`config.mk`:
```
export PLATFORM = sky130hd
export DESIGN_NAME = tgt_seq_cmp
export DESIGN_NICKNAME = d
export VERILOG_FILES = /design/src/rtl/tsc_pkg.sv /design/src/rtl/tsc_table.sv /design/src/rtl/tsc_seq_ctrl.sv /design/src/rtl/tsc_result.sv /design/src/rtl/tgt_seq_cmp.sv
export SDC_FILE = /design/constraint.sdc
export NUM_CORES = 1
export LEC_CHECK = 0
export ABC_CLOCK_PERIOD_IN_PS = 2970
export CAP_MARGIN = 20
export CORE_MARGIN = 2
export CORE_UTILIZATION = 54
export CTS_BUF_LIST = sky130_fd_sc_hd__clkbuf_8 sky130_fd_sc_hd__clkbuf_16
export DETAILED_ROUTE_END_ITERATION = 12
export PLACE_DENSITY = 0.77
export RECOVER_POWER = 50
export SLEW_MARGIN = 0
export SYNTH_ARGS = -nofsm -noshare
export SYNTH_HDL_FRONTEND = slang
export SYNTH_SLANG_ARGS = --single-unit
```
`constraint.sdc`:
```
create_clock -name clk -period 2.97 [get_ports clk]
set_input_delay 0.594 -clock clk [delete_from_list [all_inputs] [get_ports clk]]
set_output_delay 0.594 -clock clk [all_outputs]
set_load 0.05 [all_outputs]
```
`src/rtl/tsc_pkg.sv`:
```
package tsc_pkg;
  localparam int unsigned DEF_DEPTH   = 8;
  localparam int unsigned DEF_CNT_W   = 32;
  localparam int unsigned DEF_PAT_W   = 4;
  localparam int unsigned DEF_RES_W   = 16;
  localparam int unsigned DEF_PAT_LSB = 8;

  // width needed to hold a count of 0..depth valid entries
  function automatic int unsigned nv_width(input int unsigned depth);
    return $clog2(depth + 1);
  endfunction
endpackage

```
`src/rtl/tsc_table.sv`:
```
module tsc_table #(
  parameter int unsigned DEPTH = 8,
  parameter int unsigned CNT_W = 32,
  parameter int unsigned PAT_W = 4,
  localparam int unsigned IDX_W = $clog2(DEPTH)
) (
  input  logic             clk,
  input  logic             rst_n,
  input  logic             wr_en,
  input  logic [IDX_W-1:0] wr_idx,
  input  logic [CNT_W-1:0] wr_target,
  input  logic [PAT_W-1:0] wr_pattern,
  input  logic [IDX_W-1:0] rd_idx,
  output logic [CNT_W-1:0] rd_target,
  output logic [PAT_W-1:0] rd_pattern
);
  logic [CNT_W-1:0] tgt_q [DEPTH];
  logic [PAT_W-1:0] pat_q [DEPTH];

  for (genvar e = 0; e < DEPTH; e++) begin : g_entry
    logic ent_we;
    assign ent_we = wr_en && (wr_idx == IDX_W'(e));

    always_ff @(posedge clk or negedge rst_n) begin
      if (!rst_n) begin
        tgt_q[e] <= '0;
        pat_q[e] <= '0;
      end else if (ent_we) begin
        tgt_q[e] <= wr_target;
        pat_q[e] <= wr_pattern;
      end
    end
  end

  assign rd_target  = tgt_q[rd_idx];
  assign rd_pattern = pat_q[rd_idx];
endmodule

```
`src/rtl/tsc_seq_ctrl.sv`:
```
module tsc_seq_ctrl #(
  parameter int unsigned DEPTH = 8,
  parameter int unsigned CNT_W = 32,
  localparam int unsigned IDX_W = $clog2(DEPTH),
  localparam int unsigned NV_W  = tsc_pkg::nv_width(DEPTH)
) (
  input  logic             clk,
  input  logic             rst_n,
  input  logic             enable,
  input  logic             clear,
  input  logic             restart,
  input  logic             nv_we,
  input  logic [NV_W-1:0]  nv_value,
  input  logic [CNT_W-1:0] count_in,
  input  logic [CNT_W-1:0] sel_target,
  output logic [IDX_W-1:0] cur_idx,
  output logic             hit
);
  logic [NV_W-1:0]  nv_q, nv_d;
  logic [IDX_W-1:0] idx_q, idx_d;
  logic             lock_q, lock_d;
  logic [CNT_W-1:0] lockv_q, lockv_d;
  logic             blocked, at_last;

  // a value that already matched stays blocked until the count moves away
  assign blocked = lock_q && (count_in == lockv_q);
  assign hit     = enable && !clear && !restart && (nv_q != '0)
                   && (count_in == sel_target) && !blocked;
  assign at_last = (NV_W'(idx_q) == nv_q - NV_W'(1));

  always_comb begin
    nv_d = nv_q;
    if (nv_we) begin
      nv_d = (nv_value > NV_W'(DEPTH)) ? NV_W'(DEPTH) : nv_value;
    end
  end

  always_comb begin
    idx_d   = idx_q;
    lock_d  = lock_q;
    lockv_d = lockv_q;
    if (clear || restart) begin
      idx_d  = '0;
      lock_d = 1'b0;
    end else if (hit) begin
      idx_d   = at_last ? '0 : idx_q + IDX_W'(1);
      lock_d  = 1'b1;
      lockv_d = count_in;
    end else if (lock_q && !blocked) begin
      lock_d = 1'b0;
    end
  end

  always_ff @(posedge clk or negedge rst_n) begin
    if (!rst_n) begin
      nv_q    <= '0;
      idx_q   <= '0;
      lock_q  <= 1'b0;
      lockv_q <= '0;
    end else begin
      nv_q    <= nv_d;
      idx_q   <= idx_d;
      lock_q  <= lock_d;
      lockv_q <= lockv_d;
    end
  end

  assign cur_idx = idx_q;
endmodule

```
`src/rtl/tsc_result.sv`:
```
module tsc_result #(
  parameter int unsigned PAT_W   = 4,
  parameter int unsigned RES_W   = 16,
  parameter int unsigned PAT_LSB = 8
) (
  input  logic             clk,
  input  logic             rst_n,
  input  logic             clear,
  input  logic             load,
  input  logic [PAT_W-1:0] pattern,
  output logic [RES_W-1:0] result
);
  logic [RES_W-1:0] res_q, res_d;

  always_comb begin
    res_d = res_q;
    if (clear) begin
      res_d = '0;
    end else if (load) begin
      res_d = '0;
      res_d[PAT_LSB +: PAT_W] = pattern;
    end
  end

  always_ff @(posedge clk or negedge rst_n) begin
    if (!rst_n) res_q <= '0;
    else        res_q <= res_d;
  end

  assign result = res_q;
endmodule

```
`src/rtl/tgt_seq_cmp.sv`:
```
module tgt_seq_cmp #(
  parameter int unsigned DEPTH   = tsc_pkg::DEF_DEPTH,
  parameter int unsigned CNT_W   = tsc_pkg::DEF_CNT_W,
  parameter int unsigned PAT_W   = tsc_pkg::DEF_PAT_W,
  parameter int unsigned RES_W   = tsc_pkg::DEF_RES_W,
  parameter int unsigned PAT_LSB = tsc_pkg::DEF_PAT_LSB,
  localparam int unsigned IDX_W  = $clog2(DEPTH),
  localparam int unsigned NV_W   = tsc_pkg::nv_width(DEPTH)
) (
  input  logic             clk,
  input  logic             rst_n,
  input  logic             enable,
  input  logic             clear,
  input  logic             tbl_we,
  input  logic [IDX_W-1:0] tbl_idx,
  input  logic [CNT_W-1:0] tbl_target,
  input  logic [PAT_W-1:0] tbl_pattern,
  input  logic             nv_we,
  input  logic [NV_W-1:0]  nv_value,
  input  logic [CNT_W-1:0] count_in,
  output logic [RES_W-1:0] result,
  output logic [PAT_W-1:0] ext_out,
  output logic [IDX_W-1:0] cur_idx
);
  logic [CNT_W-1:0] sel_target;
  logic [PAT_W-1:0] sel_pattern;
  logic             hit;
  logic             restart;

  assign restart = tbl_we || nv_we;

  tsc_table #(.DEPTH(DEPTH), .CNT_W(CNT_W), .PAT_W(PAT_W)) table_i (
    .clk        (clk),
    .rst_n      (rst_n),
    .wr_en      (tbl_we),
    .wr_idx     (tbl_idx),
    .wr_target  (tbl_target),
    .wr_pattern (tbl_pattern),
    .rd_idx     (cur_idx),
    .rd_target  (sel_target),
    .rd_pattern (sel_pattern)
  );

  tsc_seq_ctrl #(.DEPTH(DEPTH), .CNT_W(CNT_W)) ctrl_i (
    .clk        (clk),
    .rst_n      (rst_n),
    .enable     (enable),
    .clear      (clear),
    .restart    (restart),
    .nv_we      (nv_we),
    .nv_value   (nv_value),
    .count_in   (count_in),
    .sel_target (sel_target),
    .cur_idx    (cur_idx),
    .hit        (hit)
  );

  tsc_result #(.PAT_W(PAT_W), .RES_W(RES_W), .PAT_LSB(PAT_LSB)) result_i (
    .clk     (clk),
    .rst_n   (rst_n),
    .clear   (clear),
    .load    (hit),
    .pattern (sel_pattern),
    .result  (result)
  );

  assign ext_out = result[PAT_LSB +: PAT_W];
endmodule

```
Word level (Yosys, flattened, before mapping)
Cells that the tools add are included.

Bits of input ports: 81. Bits in registers: 344.

Magnitude comparators: 2. Reductions and logical operators: 26. Add/subtract/negate cells: 2. Equality and inequality tests: 10. Bitwise gates (word level): 2. Multiplexer cells: 15.

Operators by type and width (number): binary-select mux 32 bit (select 3 bit) (1); == test 32 bit (2); 2-to-1 mux 32 bit (2); 2-to-1 mux 16 bit (2); logical AND 1 bit (15); binary-select mux 4 bit (select 3 bit) (1); == test 3 bit, second input constant (4); 2-to-1 mux 4 bit (3); 2-to-1 mux 3 bit (3); == test 3 x 2 -> 1 bit, second input constant (2); == test 3 x 4 -> 1 bit (1); >= comparator 4 bit, second input constant (1); greater-than comparator 4 bit, second input constant (1); inverter 3 -> 4 bit (1); nonzero test 2 bit (2); nonzero test 4 bit (1); subtractor 4 x 1 -> 4 bit, second input constant (1); adder 3 x 1 -> 3 bit, second input constant (1); == test 3 x 1 -> 1 bit, second input constant (1); logical NOT 1 bit (3); logical NOT 3 bit (1); 2-to-1 mux 1 bit (3); nonzero test 3 bit (1); logical OR 1 bit (2); other kinds (2) (2).

Longest topological paths before layout
Gate-level depths: netlist (run 1).

Depth in word-level cells: 9. Mapped depth: 12. Gate-level depth less buffers: 8.

Hierarchy
Synthesis (run 1) repeated with hierarchy kept, for this count alone.

Cell total of the unflattened synthesis: 999. Area total of the unflattened synthesis: 15733.8 um^2.

Modules (own cells, without submodules): tsc_table (times used 1, seq. area each 7206.9 um^2, cells an instance 743, area each 12899.9 um^2); tsc_seq_ctrl (times used 1, seq. area each 1001.0 um^2, cells an instance 225, area each 2543.7 um^2); tsc_result (times used 1, seq. area each 100.1 um^2, cells an instance 26, area each 254.0 um^2); tgt_seq_cmp (times used 1, seq. area each 0.0 um^2, cells an instance 5, area each 36.3 um^2).

Worst setup path after synthesis (run 1)
OpenSTA, ideal clock, no wires.

Kind: reg-to-reg. Start: register ctrl_i.idx_q[2], in the netlist ctrl_i.cur_idx[2]. End: register ctrl_i.lockv_q[10]. Required time: 2.843 ns. Slack: -0.485 ns. Cell stages (with the launch flop): 13. Arrival: 3.327 ns. Cell sequence: dfrtp_1 -> buf_2 -> buf_4 -> buf_1 -> buf_2 -> mux2i_1 -> xor2_1 -> o21ai_1 -> nor4_2 -> nand3_1 -> nor2_8 -> buf_6 -> mux2_1.

Word-level cells in the longest chain between the ends: 8.

RTL lines: start, declared (RTL line tsc_seq_ctrl.sv:20) `logic [IDX_W-1:0] idx_q, idx_d;`; start signal, assigned (RTL line tsc_seq_ctrl.sv:62) `idx_q <= idx_d;`; inverter 3 -> 4 bit (implied by the code) (RTL line tsc_table.sv:35) `assign rd_target = tgt_q[rd_idx];`; binary-select mux 32 bit (select 3 bit) (RTL line tsc_table.sv:35); 2-to-1 mux 32 bit (implied by the code) (2 in a row) (RTL line tsc_table.sv:35); == test 32 bit (RTL line tsc_seq_ctrl.sv:28) `&& (count_in == sel_target) && !blocked;`; logical AND 1 bit (2 in a row) (RTL line tsc_seq_ctrl.sv:28); AND reduction 2 bit (no line); end signal, assigned (RTL line tsc_seq_ctrl.sv:64) `lockv_q <= lockv_d;`; end, declared (RTL line tsc_seq_ctrl.sv:22) `logic [CNT_W-1:0] lockv_q, lockv_d;`.

Every way passes these cells. The select of a mux whose other input is x is not followed. A chain may end at the register's enable or synchronous reset.

Final worst setup path (run 1)
Start: register ctrl_i.idx_q[1], in the netlist ctrl_i.cur_idx[1]. End: register ctrl_i.idx_q[2], in the netlist ctrl_i.cur_idx[2].

Word-level cells in the longest chain between the ends: 8. Elaborated cells between the ends (all ways): 13.

RTL lines (RTL line): inverter 3 -> 4 bit (implied by the code) (tsc_table.sv:35); binary-select mux 32 bit (select 3 bit) (tsc_table.sv:35); 2-to-1 mux 32 bit (implied by the code) (2 in a row) (tsc_table.sv:35); == test 32 bit (tsc_seq_ctrl.sv:28); logical AND 1 bit (2 in a row) (tsc_seq_ctrl.sv:28); nonzero test 2 bit (no line).

Parallel ways exist; a longest one is shown, timed or not. The select of a mux whose other input is x is not followed.

==> out/qor_table.md, run 1 <==
| Item | This run |
|---|---|
| # hold bufs at CTS | 0 |
| Cell count after placement | 1567 |
| Number of flops mapped to enable cells by yosys | 0 |
| Outcome | complete, but fails checks |
| Flop and latch count out of synthesis | 332 |
| Synth area leaders | sky130_fd_sc_hd__dfrtp_1, sky130_fd_sc_hd__mux2_2, sky130_fd_sc_hd__mux4_2 |
| Dominant register cell in the synthesized netlist | sky130_fd_sc_hd__dfrtp_1 |
| Hold Crit Start | table_i.tgt_q[70]$_DFFE_PN0P_ |
| Fin. max-slew vios | 85 |
| Worst-Margin Slew | 2.36 ns |
| Iteration-0 DRC Markers | 722 |
| Layout Skew | 0.0111 ns |
| Worst hold path stage count | 1 |
| Die outline area | 30300 sq um |
| Total Nets Final | 1320 |
| Yosys cell types | 47 |
| Kind of end point of the critical path | register |
| Max Fclk | 304 MHz |
| DIE WIDTH | 174 um |
| GR Overflow Total | 0 |
| Top cell type's share of synthesized area | 53.2% |
| Largest net degree at the start of global routing | 88 |
| Inserted Clock Buffers | 36 |
| Post-detailed-routing wire length | 37.0 mm |
| CTS tree | done |
| Number of remaining DRC errors | 0 |
| Final critical-path share of the clock period | 111% |
| Layout cells sized above 1 | 45.4% |
| Clock insertion delay at the later pin of the skew report | 0.51 ns |
| RSZ-0062 raised after global routing | yes |
| Buffers added on ports | 91 |
| Final HPWL from detailed placement | 23.5 mm |
| Arrival time of the worst setup path | 3.65 ns |
| Routed length per instance | 22.5 um |
| Final core utilization | 67.7% |
| Bufs on Longest Clock Path | 3 |
| Wire length of the first global-routing pass | 59.1 mm |
| R2R cell count | 13 |
| Number of top-level pins | 104 |
| CORE AREA | 28500 sq um |
| Static Leakage | 8.07 nW |
| Critical path fanouts, max | 7 |
| Number of instances in the synthesized netlist | 1047 |
| Violated checks | capacitance limit, slew limit, setup timing |
| Startpoint class of the critical path | register |
| Setup TNS | -6.05 ns |
| # diodes | 0 |
| Endpoint of the worst hold path | table_i.tgt_q[70]$_DFFE_PN0P_ |
| Clock transition at the registers of the reported paths | 0.06 ns |
| Antenna violations before repair | 0 |
| Overall track demand over capacity in global routing | 25.1% |
| R2R Path End | ctrl_i.cur_idx[2]$_DFFE_PN0P_ |
| Flop2flop setup slack | -0.32 ns |
| Mean cell area of the mapped netlist | 14.9 sq um |
| Routed Antenna Nets | 0 |
| Maximum ir drop on the vdd rail | 0.569 mV |
| Area leader, netlist | sky130_fd_sc_hd__dfrtp_1 |
| Routed via count | 9693 |
| Via/cell ratio | 5.89 |
| Post-Layout Cell Count | 1645 |
| Vert. Die Dim | 174 um |
| Minimum period implied by the final worst setup slack | 3.29 ns |
| CP required | 3.33 ns |
| Maximum level of the CTS H-tree | 2 |
| Normalized max-slew margin | -57.6% |
| P per Cell Area | 640 nW/um^2 |
| Synth-to-layout area growth | 23.8% |
| Final Hold Violating Endpoints | 0 |
| Root Buffer Master | sky130_fd_sc_hd__clkbuf_16 |
| Sequential-to-total area share from yosys stat | 53.2% |
| Total power consumption of the routed design | 12.4 mW |
| Initial Util | 54.7% |
| Post-synth design cell area | 15600 sq um |
| Path type of the worst setup path | reg -> reg |
| GPL Wtd Cong | 0.832 |
| Setup-failing EPs final | 40 |
| Count of synthesis-stage warnings from yosys | 0 |
| Launch instance of the worst register-to-register path | ctrl_i.cur_idx[1]$_DFFE_PN0P_ |
| Total clock sinks | 332 |
| Reported max-cap violation count | 1 |
| Crit path setup slack, layout | -0.320 ns |
| Vias in the first global route | 10300 |
| Async set-reset flop share out of synthesis | 100% |
| Total iterations of the first detailed-routing run | 5 |
| Site row count | 62 |
| HP Class | reg -> reg |
[power breakdown]
group,switching [mW],total (mW),internal (mW)
clock,1.73,4.38,2.65
combinational,0.872,2.15,1.28
sequential,0.441,5.84,5.40
total,3.04,12.4,9.33
[state kept, by name, indices dropped and copies added (netlist names)]
| register | cells |
|---|---|
| ctrl_i.lock_q | 1 |
| result_i.result | 4 |
| table_i.pat_q | 32 |
| ctrl_i.cur_idx | 3 |
| ctrl_i.nv_q | 4 |
| table_i.tgt_q | 256 |
| ctrl_i.lockv_q | 32 |
[worst max-delay path by stage]
stage,from,endpoint,slack (ns),cells past startpoint
final,ctrl_i.cur_idx[1]$_DFFE_PN0P_,ctrl_i.cur_idx[2]$_DFFE_PN0P_,-0.32,13
after global routing,ctrl_i.cur_idx[0]$_DFFE_PN0P_,ctrl_i.cur_idx[2]$_DFFE_PN0P_,-0.38,14
after CTS,ctrl_i.cur_idx[1]$_DFFE_PN0P_,ctrl_i.lockv_q[31]$_DFFE_PN0P_,-0.15,11
after detailed placement,ctrl_i.cur_idx[1]$_DFFE_PN0P_,ctrl_i.lockv_q[31]$_DFFE_PN0P_,-0.29,11
after global placement,ctrl_i.cur_idx[1]$_DFFE_PN0P_,ctrl_i.lockv_q[7]$_DFFE_PN0P_,-0.25,11
after floorplan,ctrl_i.cur_idx[1]$_DFFE_PN0P_,ctrl_i.lockv_q[10]$_DFFE_PN0P_,-0.1,11
[routing by layer]
metal / track usage [%] / part of all wire (%) / wire, um
met5: 0 / 0 / 0
met4: 5.95 / 2.3 / 865
met3: 3.50 / 4.5 / 1670
met2: 42.4 / 50 / 18400
met1: 34.6 / 44 / 16100
[final cells by class]
cell class | instances | area, sq um
fillers | 2030 | 9230
flip-flops and latches | 332 | 8320
multi-input cells | 650 | 7170
repair buffers | 213 | 2160
clock buffers | 46 | 1050
well taps | 384 | 480
clock inverters | 17 | 126
inverters | 3 | 11.3
[logic make-up (layout without fill, tap and decap cells)]
logic type	count (synthesis)	in the layout	share of synthesized area, %
compound gates	52	52	2.30
fa+ha+maj	3	3	0.241
mux	438	438	34.8
other cells	1	12	0.0240
buf+inv	76	279	2.69
xor+xnor	59	59	3.31
simple gates	86	86	3.35
flops	332	332	53.2
[through the flow]
stage / area [sq um] / hold WS (ns) / setup slack [ns]
6_report: 19300 / 0.499 / -0.320
5_1_grt: 19300 / 0.512 / -0.380
4_1_cts: 19200 / 0.130 / -0.150
3_5_place_dp: 17800 / 0.490 / -0.286
3_3_place_gp: 17800 / 0.481 / -0.250
2_1_floorplan: 15700 / 0.298 / -0.0986
[cell usage after synthesis, types with 4 or more instances]
cell	instances
sky130_fd_sc_hd__dfrtp_1	332
sky130_fd_sc_hd__mux2_2	289
sky130_fd_sc_hd__mux2i_1	65
sky130_fd_sc_hd__mux4_2	52
sky130_fd_sc_hd__xnor2_1	42
sky130_fd_sc_hd__clkbuf_1	33
sky130_fd_sc_hd__mux2_1	32
sky130_fd_sc_hd__buf_4	20
sky130_fd_sc_hd__xor2_1	17
sky130_fd_sc_hd__a22oi_1	14
sky130_fd_sc_hd__buf_2	12
sky130_fd_sc_hd__nand2_1	12
sky130_fd_sc_hd__a21oi_1	10
sky130_fd_sc_hd__nand4_1	10
sky130_fd_sc_hd__and3_1	9
sky130_fd_sc_hd__nand3_1	9
sky130_fd_sc_hd__nor2_1	7
sky130_fd_sc_hd__buf_6	6
sky130_fd_sc_hd__nand3b_1	6
sky130_fd_sc_hd__nor4_1	6
sky130_fd_sc_hd__a22o_1	5
sky130_fd_sc_hd__nor2b_1	5
sky130_fd_sc_hd__a211oi_1	4
sky130_fd_sc_hd__nand4b_1	4
sky130_fd_sc_hd__nor3_1	4
sky130_fd_sc_hd__o21ai_0	4
sky130_fd_sc_hd__o22ai_1	4
[worst max-delay path: stages, from the launching register on]
cell and delay, ns:
sky130_fd_sc_hd__dfrtp_4 0.54, sky130_fd_sc_hd__bufbuf_16 0.29, sky130_fd_sc_hd__buf_4 0.17, sky130_fd_sc_hd__mux2i_1 0.13
sky130_fd_sc_hd__a22oi_1 0.27, sky130_fd_sc_hd__and3_1 0.22, sky130_fd_sc_hd__o22ai_1 0.18, sky130_fd_sc_hd__nor4_4 0.40
sky130_fd_sc_hd__nand3_4 0.15, sky130_fd_sc_hd__buf_4 0.17, sky130_fd_sc_hd__buf_6 0.10, sky130_fd_sc_hd__buf_4 0.13
sky130_fd_sc_hd__o211ai_1 0.23, sky130_fd_sc_hd__o211ai_1 0.17
[what timing repair did]
item	in CTS	in global routing
pin swaps	6	7
endpoints found under the setup margin	40	40
gates cloned	1	0
resized for setup	29	22
buffers inserted	10	4
[placed cells by master, fill, tap and decap left out, drive strengths merged, types with 7 or more instances in the layout]
cell type,Yosys,layout
clkdlybuf4s50,0,88
nand4,10,10
clkbuf,33,50
mux2,321,321
a22oi,14,14
xnor2,42,42
xor2,17,17
inv,3,12
nand3,9,9
mux4,52,52
buf,40,119
mux2i,65,65
dfrtp,332,332
nor4,7,7
conb,1,12
and3,9,9
nand2,12,12
a21oi,10,10
nor2,8,8
Note: power is estimated with default switching activity, not from simulation.
==> run 2: changes to the inputs <==
--- a/config.mk
+++ b/config.mk
@@ -5,13 +5,13 @@
 export SDC_FILE = /design/constraint.sdc
 export NUM_CORES = 1
 export LEC_CHECK = 0
-export ABC_CLOCK_PERIOD_IN_PS = 2970
+export ABC_CLOCK_PERIOD_IN_PS = 3700
 export CAP_MARGIN = 20
 export CORE_MARGIN = 2
-export CORE_UTILIZATION = 54
+export CORE_UTILIZATION = 55
 export CTS_BUF_LIST = sky130_fd_sc_hd__clkbuf_8 sky130_fd_sc_hd__clkbuf_16
 export DETAILED_ROUTE_END_ITERATION = 12
-export PLACE_DENSITY = 0.77
+export PLACE_DENSITY = 0.75
 export RECOVER_POWER = 50
 export SLEW_MARGIN = 0
 export SYNTH_ARGS = -nofsm -noshare
==> constraint.sdc (replaced) <==
create_clock -name clk -period 3.7 [get_ports clk]
set_input_delay 0.74 -clock clk [delete_from_list [all_inputs] [get_ports clk]]
set_output_delay 0.74 -clock clk [all_outputs]
set_load 0.05 [all_outputs]
==> run 2 against run 1 <==
Net effect: the run ends with capacitance limit, slew limit left; first-iteration DRC count decreased by 25%; critical path depth decreased by 4; sequential power decreased by 20%; register-to-register slack improved by 0.54 ns; maximum frequency decreased by 5.5%; total power decreased by 23%.
==> out/qor_table.md, run 2 (synthesis results as in run 1) <==
| Item | This run | Change |
|---|---|---|
| Final core utilization | 65.1% | -2.6 points |
| Final HPWL from detailed placement | 22.8 mm | -2.6% |
| Root Buffer Master | sky130_fd_sc_hd__clkbuf_16 |  |
| CP required | 4.08 ns | +0.75 ns |
| # diodes | 0 | unchanged |
| Area of combinational cells with multiple inputs | 6940 sq um | -3.2% |
| Setup Fix Bufs, Post-CTS | 0 | -10 |
| Clock transition at the registers of the reported paths | 0.06 ns | about the same |
| Number of remaining DRC errors | 0 | unchanged |
| Switching power as a share of total power | 24.8% | +0.22 points |
| Clock insertion delay at the later pin of the skew report | 0.51 ns | about the same |
| Minimum period implied by the final worst setup slack | 3.48 ns | +0.193 ns |
| Max Fclk | 287 MHz | -5.5% |
| Startpoint class of the critical path | register |  |
| Register with the most flip-flops | table_i.tgt_q |  |
| CP peak stage delay | 0.71 ns | +0.17 ns |
| Post-Layout Cell Count | 1555 | -5.5% |
| Die outline area | 29700 sq um | -1.8% |
| Synth-to-layout area growth | 16.2% |  |
| Cell breakdown of the critical path | mux4_2 > mux2i_1 > xor2_1 > o21ai_1 > nor4_2 > nand3_1 > nor2_8 > buf_12 > mux2_1 |  |
| Layout Skew | 0.0124 ns | +0.00129 ns |
| Iteration-0 DRC Markers | 541 | -25% |
| # hold bufs at CTS | 0 | unchanged |
| Buffers added on ports | 91 | unchanged |
| Total Nets Final | 1240 | -6.1% |
| Maximum ir drop on the vdd rail | 0.415 mV | -27% |
| Bufs on Longest Clock Path | 3 | unchanged |
| Outcome | complete, but fails checks |  |
| GR Overflow Total | 0 | unchanged |
| Reported max-cap violation count | 1 | unchanged |
| Final Hold Violating Endpoints | 0 | unchanged |
| DIE WIDTH | 172 um | -0.89% |
| Total iterations of the first detailed-routing run | 5 | unchanged |
| Static Leakage | 7.51 nW | -6.9% |
| Resized cells post-CTS | 0 | -100% |
| Fill cell total of the finished layout | 2021 | -0.44% |
| Int Pwr | 7.12 mW | -24% |
| Routed via count | 9105 | -6.1% |
| Via/cell ratio | 5.86 | -0.63% |
| Most frequent cells in the layout | sky130_fd_sc_hd__dfrtp_1, sky130_fd_sc_hd__mux2_2, sky130_fd_sc_hd__clkdlybuf4s50_1 |  |
| GPL Wtd Cong | 0.848 | +1.9% |
| Vias in the first global route | 9481 | -8.2% |
| Initial Util | 56.0% | +1.4 points |
| CP max-delay cell | sky130_fd_sc_hd__dfrtp_2 |  |
| Seq. cell area | 8320 sq um | unchanged |
| Final critical-path share of the clock period | 94.1% | -17 points |
| Setup TNS | 0 ns | +6.05 ns |
| Clk network pwr share | 34.3% | -1.1 points |
| Fin. max-slew vios | 75 | -12% |
| Final-layout worst hold slack | 0.499 ns | -0.000378 ns |
| Antenna violations before repair | 0 | unchanged |
| P_sw | 2.35 mW | -23% |
| CORE AREA | 27900 sq um | -2.4% |
| Logic pwr share | 16.4% | -1.0 points |
| CTS tree | done |  |
| Normalized max-slew margin | -28.7% | +29 points |
| Post-route cell area | 18100 sq um | -6.1% |
| Registers with the highest flip-flop counts | table_i.tgt_q (256), ctrl_i.lockv_q (32), table_i.pat_q (32) |  |
| Total power consumption of the routed design | 9.46 mW | -23% |
| Largest net degree at the start of global routing | 82 | -6.8% |
| Arrival time of the worst setup path | 3.86 ns | +0.21 ns |
| Layout cells sized above 1 | 37.4% | -8.1 points |
| Violated checks | capacitance limit, slew limit |  |
| Routed Antenna Nets | 0 | unchanged |
| Site row count | 61 | -1.6% |
| Setup-failing EPs final | 0 | -100% |
| Inserted Clock Buffers | 36 | unchanged |
| Flip-flop count of the largest register after layout | 256 | unchanged |
| Number of top-level pins | 104 | unchanged |
| Cell count after placement | 1496 | -4.5% |
| Kind of end point of the critical path | register |  |
| Total clock sinks | 332 | unchanged |
| Maximum level of the CTS H-tree | 2 | unchanged |
| RSZ-0062 raised after global routing | no |  |
| Routed length per instance | 22.7 um | +0.71% |
| Path type of the worst setup path | reg -> reg |  |
| Post-detailed-routing wire length | 35.3 mm | -4.8% |
| HP Class | reg -> reg |  |
| Critical path fanouts, max | 21 | +14 |
| Crit path setup slack, layout | 0.218 ns | +0.537 ns |
| Wire length of the first global-routing pass | 55.4 mm | -6.3% |
| P per Cell Area | 522 nW/um^2 | -18% |
| Sequential fraction of design power | 49.4% | +2.2 points |
| Leading cell type in the layout, fill and taps excluded | sky130_fd_sc_hd__dfrtp_1 |  |
| Worst-Margin Slew | 1.93 ns | -0.434 ns |
| Vert. Die Dim | 172 um | -0.89% |
| Overall track demand over capacity in global routing | 24.7% | -0.33 points |
| Post-Place Worst Slack | 0.180 ns | +0.465 ns |
| Placed cell areas | 17100 sq um | -3.6% |
[run 2: cell types whose count changed in the layout (fill, tap and decap cells not counted), moves of 3 or more]
| cell | before | now |
|---|---|---|
| sky130_fd_sc_hd__buf_6 | 4 | 0 |
| sky130_fd_sc_hd__buf_4 | 88 | 28 |
| sky130_fd_sc_hd__clkbuf_8 | 9 | 4 |
| sky130_fd_sc_hd__mux2_1 | 9 | 32 |
| sky130_fd_sc_hd__mux2i_1 | 58 | 65 |
| sky130_fd_sc_hd__mux2i_2 | 6 | 0 |
| sky130_fd_sc_hd__nor4_1 | 3 | 6 |
| sky130_fd_sc_hd__mux2_4 | 23 | 0 |
| sky130_fd_sc_hd__inv_1 | 12 | 17 |
| sky130_fd_sc_hd__buf_12 | 25 | 10 |
[run 2: worst max-delay path: cells and delay by family (launching register included)]
kind                      cells  cell delay [ns]
AOI/OAI and AO/OA             1             0.15
xor gates and xnor gates      1             0.27
buffers and inverters         1             0.19
DFF                           1             0.71
muxes                         3             1.23
and+or+nand+nor               3             0.78
[run 2: area by class of cell]
| type | count | area share, % |
|---|---|---|
| clock buffers | 41 | 5.41 |
| flip-flops and latches | 332 | 45.9 |
| well taps | 378 | 2.61 |
| multi-input cells | 650 | 38.3 |
| repair buffers | 133 | 7.39 |
| inverters | 3 | 0.0621 |
| clock inverters | 18 | 0.400 |
[run 2: worst paths after layout]
kind	start	endpoint	slack [ns]	cells after the start
max	ctrl_i.cur_idx[0]$_DFFE_PN0P_	ctrl_i.lockv_q[31]$_DFFE_PN0P_	0.22	9
min	table_i.tgt_q[33]$_DFFE_PN0P_	table_i.tgt_q[33]$_DFFE_PN0P_	0.50	1
max reg2reg	ctrl_i.cur_idx[0]$_DFFE_PN0P_	ctrl_i.lockv_q[31]$_DFFE_PN0P_	0.22	9
min reg2reg	table_i.tgt_q[33]$_DFFE_PN0P_	table_i.tgt_q[33]$_DFFE_PN0P_	0.50	1
max in group asynchronous	rst_n	ctrl_i.cur_idx[2]$_DFFE_PN0P_	0.70	2
min in group asynchronous	rst_n	table_i.tgt_q[191]$_DFFE_PN0P_	0.77	1
[run 2: power groups by stage]
| stage | Clock, mW | Combinational (mW) | Sequential [mW] |
|---|---|---|---|
| after floorplan | 0 | 1.12 | 4.61 |
| after global placement | 0 | 1.52 | 4.69 |
| after detailed placement | 0 | 1.56 | 4.73 |
| after CTS | 3.30 | 1.57 | 4.67 |
| after global routing | 3.45 | 1.68 | 4.76 |
| final | 3.24 | 1.55 | 4.67 |
[run 2: per-layer routing]
layer	routed length [um]	GRT usage, %
met1	16200	35.3
met2	17200	41.1
met3	1270	3.16
met4	582	5.22
met5	0	0
